### src/rtl/nrzi_tx_pkg.sv
package nrzi_tx_pkg;

    typedef enum logic [2:0] {
        TX_IDLE  = 3'd0,
        TX_SYNC  = 3'd1,
        TX_FETCH = 3'd2,
        TX_DATA  = 3'd3,
        TX_STUFF = 3'd4,
        TX_TAIL  = 3'd5
    } tx_state_e;

    function automatic logic is_bit_slot(input tx_state_e s);
        return (s == TX_SYNC) || (s == TX_DATA) || (s == TX_STUFF);
    endfunction

endpackage

### src/rtl/tx_bit_shifter.sv
module tx_bit_shifter #(
    parameter int WIDTH = 8
) (
    input  logic             clk,
    input  logic             rst_n,
    input  logic             load,
    input  logic [WIDTH-1:0] load_val,
    input  logic             shift,
    output logic             bit_o,
    output logic             last_o
);
    localparam int IDX_W = (WIDTH > 1) ? $clog2(WIDTH) : 1;
    localparam logic [IDX_W-1:0] LAST_IDX = IDX_W'(WIDTH - 1);

    logic [WIDTH-1:0] sh_q;
    logic [IDX_W-1:0] idx_q;

    always_ff @(posedge clk) begin
        if (!rst_n) begin
            sh_q  <= '0;
            idx_q <= '0;
        end else if (load) begin
            sh_q  <= load_val;
            idx_q <= '0;
        end else if (shift) begin
            sh_q  <= sh_q >> 1;
            idx_q <= idx_q + 1'b1;
        end
    end

    assign bit_o  = sh_q[0];
    assign last_o = (idx_q == LAST_IDX);
endmodule

### src/rtl/tx_run_tracker.sv
module tx_run_tracker #(
    parameter int RUN_LEN = 6
) (
    input  logic clk,
    input  logic rst_n,
    input  logic clear,
    input  logic advance,
    input  logic bit_i,
    output logic stuff_due_o
);
    localparam int CNT_W = $clog2(RUN_LEN + 1);
    localparam logic [CNT_W-1:0] TRIGGER = CNT_W'(RUN_LEN - 1);

    logic [CNT_W-1:0] ones_q;

    always_ff @(posedge clk) begin
        if (!rst_n || clear) begin
            ones_q <= '0;
        end else if (advance) begin
            ones_q <= bit_i ? ones_q + 1'b1 : '0;
        end
    end

    // the bit now in its slot closes a run: the next slot must carry a zero
    assign stuff_due_o = bit_i && (ones_q == TRIGGER);
endmodule

### src/rtl/tx_line_encoder.sv
module tx_line_encoder #(
    parameter logic REST_LEVEL = 1'b1
) (
    input  logic clk,
    input  logic rst_n,
    input  logic restore,
    input  logic advance,
    input  logic bit_i,
    output logic line_o
);
    logic lvl_q;

    always_ff @(posedge clk) begin
        if (!rst_n || restore) begin
            lvl_q <= REST_LEVEL;
        end else if (advance && !bit_i) begin
            lvl_q <= ~lvl_q;
        end
    end

    assign line_o = lvl_q;
endmodule

### src/rtl/nrzi_stuff_tx.sv
module nrzi_stuff_tx
    import nrzi_tx_pkg::*;
#(
    parameter int          DATA_W    = 8,
    parameter int          STUFF_RUN = 6,
    parameter logic [7:0]  SYNC_WORD = 8'h80
) (
    input  logic              clk,
    input  logic              rst_n,
    input  logic              bit_en,
    input  logic [DATA_W-1:0] in_data,
    input  logic              in_valid,
    input  logic              in_sop,
    input  logic              in_last,
    output logic              in_ready,
    output logic              line_out,
    output logic              busy,
    output logic              eop_pulse
);
    localparam logic [DATA_W-1:0] SYNC_EXT = DATA_W'(SYNC_WORD);

    tx_state_e state_q, state_d;
    tx_state_e resume_q, resume_d;
    tx_state_e after_bit;
    logic      last_q;
    logic      eop_q;

    logic start, take, emit, tx_bit;
    logic sh_load, sh_shift, sh_bit, sh_last;
    logic [DATA_W-1:0] sh_val;
    logic stuff_due, tail_done;

    // ---------------- state register ----------------
    always_ff @(posedge clk) begin
        if (!rst_n) begin
            state_q  <= TX_IDLE;
            resume_q <= TX_IDLE;
            last_q   <= 1'b0;
        end else begin
            state_q  <= state_d;
            resume_q <= resume_d;
            if (take) last_q <= in_last;
        end
    end

    // ---------------- next state ----------------
    always_comb begin
        // where the current bit slot leads if no zero is inserted
        after_bit = state_q;
        if (sh_last) begin
            if (state_q == TX_SYNC)      after_bit = TX_FETCH;
            else if (state_q == TX_DATA) after_bit = last_q ? TX_TAIL : TX_FETCH;
        end

        state_d  = state_q;
        resume_d = resume_q;
        unique case (state_q)
            TX_IDLE: begin
                if (in_valid && in_sop) state_d = TX_SYNC;
            end
            TX_SYNC, TX_DATA: begin
                if (bit_en) begin
                    if (stuff_due) begin
                        state_d  = TX_STUFF;
                        resume_d = after_bit;
                    end else begin
                        state_d = after_bit;
                    end
                end
            end
            TX_STUFF: begin
                if (bit_en) state_d = resume_q;
            end
            TX_FETCH: begin
                if (in_valid) state_d = TX_DATA;
            end
            TX_TAIL: begin
                if (bit_en) state_d = TX_IDLE;
            end
            default: state_d = TX_IDLE;
        endcase
    end

    // ---------------- outputs and datapath controls ----------------
    always_comb begin
        start     = (state_q == TX_IDLE) && in_valid && in_sop;
        take      = (state_q == TX_FETCH) && in_valid;
        emit      = bit_en && is_bit_slot(state_q);
        tx_bit    = (state_q == TX_STUFF) ? 1'b0 : sh_bit;
        sh_load   = start || take;
        sh_val    = start ? SYNC_EXT : in_data;
        sh_shift  = emit && (state_q != TX_STUFF);
        tail_done = (state_q == TX_TAIL) && bit_en;
        in_ready  = (state_q == TX_FETCH);
        busy      = (state_q != TX_IDLE);
    end

    always_ff @(posedge clk) begin
        if (!rst_n) eop_q <= 1'b0;
        else        eop_q <= tail_done;
    end
    assign eop_pulse = eop_q;

    // ---------------- datapath ----------------
    tx_bit_shifter #(.WIDTH(DATA_W)) u_shift (
        .clk      (clk),
        .rst_n    (rst_n),
        .load     (sh_load),
        .load_val (sh_val),
        .shift    (sh_shift),
        .bit_o    (sh_bit),
        .last_o   (sh_last)
    );

    tx_run_tracker #(.RUN_LEN(STUFF_RUN)) u_run (
        .clk         (clk),
        .rst_n       (rst_n),
        .clear       (start),
        .advance     (emit),
        .bit_i       (tx_bit),
        .stuff_due_o (stuff_due)
    );

    tx_line_encoder #(.REST_LEVEL(1'b1)) u_line (
        .clk     (clk),
        .rst_n   (rst_n),
        .restore (start || tail_done),
        .advance (emit),
        .bit_i   (tx_bit),
        .line_o  (line_out)
    );
endmodule

### config.mk
export PLATFORM = sky130hd
export DESIGN_NAME = nrzi_stuff_tx
export DESIGN_NICKNAME = d
export VERILOG_FILES = /design/src/rtl/nrzi_tx_pkg.sv /design/src/rtl/tx_bit_shifter.sv /design/src/rtl/tx_run_tracker.sv /design/src/rtl/tx_line_encoder.sv /design/src/rtl/nrzi_stuff_tx.sv
export SDC_FILE = /design/constraint.sdc
export NUM_CORES = 1
export LEC_CHECK = 0
export ABC_AREA = 1
export BUFFER_PORTS_ARGS = -buffer_cell sky130_fd_sc_hd__buf_2
export CAP_MARGIN = 30
export CELL_PAD_IN_SITES_DETAIL_PLACEMENT = 0
export CELL_PAD_IN_SITES_GLOBAL_PLACEMENT = 1
export CORE_MARGIN = 1
export CORE_UTILIZATION = 36
export DETAILED_ROUTE_END_ITERATION = 16
export GPL_ROUTABILITY_DRIVEN = 0
export PLACE_DENSITY = 0.76
export SYNTH_ARGS = -nofsm -noshare
export SYNTH_HDL_FRONTEND = slang
export SYNTH_SLANG_ARGS = --single-unit
### constraint.sdc
create_clock -name clk -period 1.35 [get_ports clk]
set_clock_uncertainty 0.15 [all_clocks]
set_input_delay 0.135 -clock clk [delete_from_list [all_inputs] [get_ports clk]]
set_output_delay 0.135 -clock clk [all_outputs]
set_load 0.1 [all_outputs]
==> results.toml <==
[outcome]
status = "finished, violations left"
violations = "setup timing"

[finish]
seq_area_um2 = 474
nets = 242
final_cell_area_um2 = 1860
drive_above_1_share_pct = 39.9
multi_input_area_um2 = 779
area_growth_pct = 54.4
fillers = 312
diodes = 0

[grt]
grt_antenna_before_repair = 0
grt_pass1_vias = 1238
grt_pass1_wl_um = 5350
grt_usage_pct = 20.0
grt_max_degree = 14
overflow = 0

[cts]
cts_max_level = 1
clkTransAtPathRegs_ns = 0.13
cts_made_buffers = 3
cts.sinks = 23
insertion_delay_ns = 0.31
cts_root_buf = "clkbuf_4"
cts_tree = "yes"
clock_path_buffers = 2

[synthesis]
synth_top_area_share_pct = 38.3
netlist_top_cells_area = "dfxtp_1 38%, nand2_1 14%, o21ai_0 8.3%, a21oi_1 6.2%, inv_1 4.4%"
ys_warn_count = 0
syn_area_per_cell_um2 = 7.29
seq_area_frac_synth_pct = 38.3
async_reset_ff_share_pct = 0
synth_top_cell_by_area = "dfxtp_1"
synth_edf_count = 0
synth_seq_cells = 23
post-synth-top-count-cell = "nand2_1"
yosys_most_used_dff = "dfxtp_1"
yosys-top-cells-count = "44 x nand2_1, 23 x dfxtp_1, 20 x o21ai_0, 15 x a21oi_1, 14 x inv_1"
netlist_area_um2 = 1200
synth_cell_types = 28
synthCells = 165
syn_nets = 183

[die]
ios = 18
die_w_um = 59.8
start_util_pct = 38.7
num_rows = 20
dieArea_um2 = 3570
dieHeight_um = 59.8
core_area_um2 = 3100

[worst_setup_path]
cp_max_fo = 5
cp-start-kind = "register"
reg2regPathDepth = 10
required_ns = 1.07
endpoint_kind = "output pin"
worstSetupPathType = "register to output pin"
cp.arrival_ns = 1.18

[routing]
drtIter0Drc = 66
wl_per_cell_um = 12.0
dr.pass1.iters = 4
ant_nets = 0
vias = 1281
avgViaCountPerCell = 4.80
drcViolationCount = 0
wirelength_um = 3200

[power_and_ir_drop]
peakVddDrop_mv = 0.407
sequentialPowerShare_pct = 53.3
clock_power_share_pct = 23.3
p_int_w = 0.000969
cellLeakagePower_nw = 0.833
total_power_w = 0.00137
power.share.switching_pct = 29.0
p_sw_w = 0.000396
p_comb_share_pct = 23.4
power.density_nw_per_um2 = 736

[sta]
final_max_slew_viol_count = 0
rsz0062_at_grt = "yes"
final_hold_viol_count = 0
fin_tns_setup_ns = -1.05
max-slew-margin-rel_pct = 79.4
max_freq_mhz = 684
setup_viol = 23
fin_crit_sh_pct = 108
fin_crit_ns = 1.46
worstMarginPinSlew_ns = 0.309
setup_ws_ns = -0.112

[hold_path]
hp-class = "input pin to register"
worstHoldPathCells = 3

[flow_run]
drv_cap = 0

[placement]
io_buffers = 17
dp_hpwl_um = 2230
placed_area_um2 = 1570
==> cells in the final DEF (no fill, tap or decap), drive strengths merged <==
cell	instances
nand4	1
o21bai	1
nand3b	1
or2	1
nand3	7
xor2	2
xnor2	1
nor2	17
buf	44
ha	4
nand2	48
dlygate4sd3	9
o22ai	1
clkbuf	5
inv	18
a31oi	2
o21ai	20
a21oi	16
dfxtp	23
a21boi	1
nor4	1
==> final timing paths <==
| check | start | to | slack (ns) |
|---|---|---|---|
| worst max-delay path | state_q[0] | busy | -0.11 |
| worst min-delay path | rst_n | u_shift.sh_q[4] | 0.02 |
| worst max register to register | u_shift.idx_q[0] | state_q[2] | -0.09 |
| worst min register to register | u_shift.idx_q[1] | u_shift.idx_q[1] | 0.34 |
==> flip-flops by register name, indices dropped and copies added (netlist names) <==
register	cells
resume_q	3
u_run.ones_q	3
u_shift.sh_q	8
eop_pulse	1
last_q	1
u_shift.idx_q	3
state_q	3
u_line.line_o	1
==> critical path, cell delays in order, from the launching register on <==
cell and delay (ns):
dfxtp_4 0.39, nor2_4 0.11, buf_4 0.13, nand2_2 0.07, buf_12 0.17
==> per-layer routing <==
layer / wire length, um / GRT usage [%]
met5: 0 / 0
met3: 118 / 2.16
met2: 1620 / 35.9
met1: 1440 / 24.9
met4: 23 / 5.98
==> through the flow <==
| step | worst slack [ns] | hold slack, ns | std cells | utilization [%] |
|---|---|---|---|---|
| after global routing | -0.189 | 0.0317 | 267 | 59.8 |
| after detailed placement | -0.121 | 0.243 | 244 | 50.5 |
| after CTS | -0.113 | 0.00989 | 263 | 57.2 |
| after global placement | -0.0929 | 0.236 | 244 | 50.5 |
| after floorplan | -0.434 | 0.126 | 165 | - |
| final | -0.112 | 0.0154 | 267 | 59.8 |
==> cell type report <==
class | count | share of cell area [%]
timing repair buffer | 54 | 24.3
multi-input combinational | 124 | 42.0
inverter | 18 | 3.77
clock buffer | 4 | 1.42
tap | 44 | 2.96
sequential | 23 | 25.5
==> cell families after synthesis <==
logic type	after synthesis	synth area share (%)
compound gates	41	18.7
xor+xnor	3	2.19
fa+ha+maj	4	4.16
buf+inv	20	6.87
flops	23	38.3
simple gates	74	29.8
==> power by group through the flow <==
| stage | combinational [W] | sequential (W) | clock (W) |
|---|---|---|---|
| after floorplan | 0.000133 | 0.000747 | 0 |
| after global placement | 0.000244 | 0.000741 | 0 |
| after detailed placement | 0.000248 | 0.000743 | 0 |
| after CTS | 0.000296 | 0.000726 | 0.000332 |
| after global routing | 0.000348 | 0.000731 | 0.000361 |
| final | 0.000319 | 0.000728 | 0.000318 |
==> what timing repair did <==
| item | 4_1_cts | 5_1_grt |
|---|---|---|
| pin swaps | 9 | 6 |
| endpoints found under the hold margin | 9 | 0 |
| setup endpoints to repair | 24 | 25 |
| gates cloned | 2 | 0 |
| resized for setup | 17 | 20 |
| setup buffers | 4 | 4 |
| hold buffers | 9 | 0 |
Power figures use the tool's default switching activity.
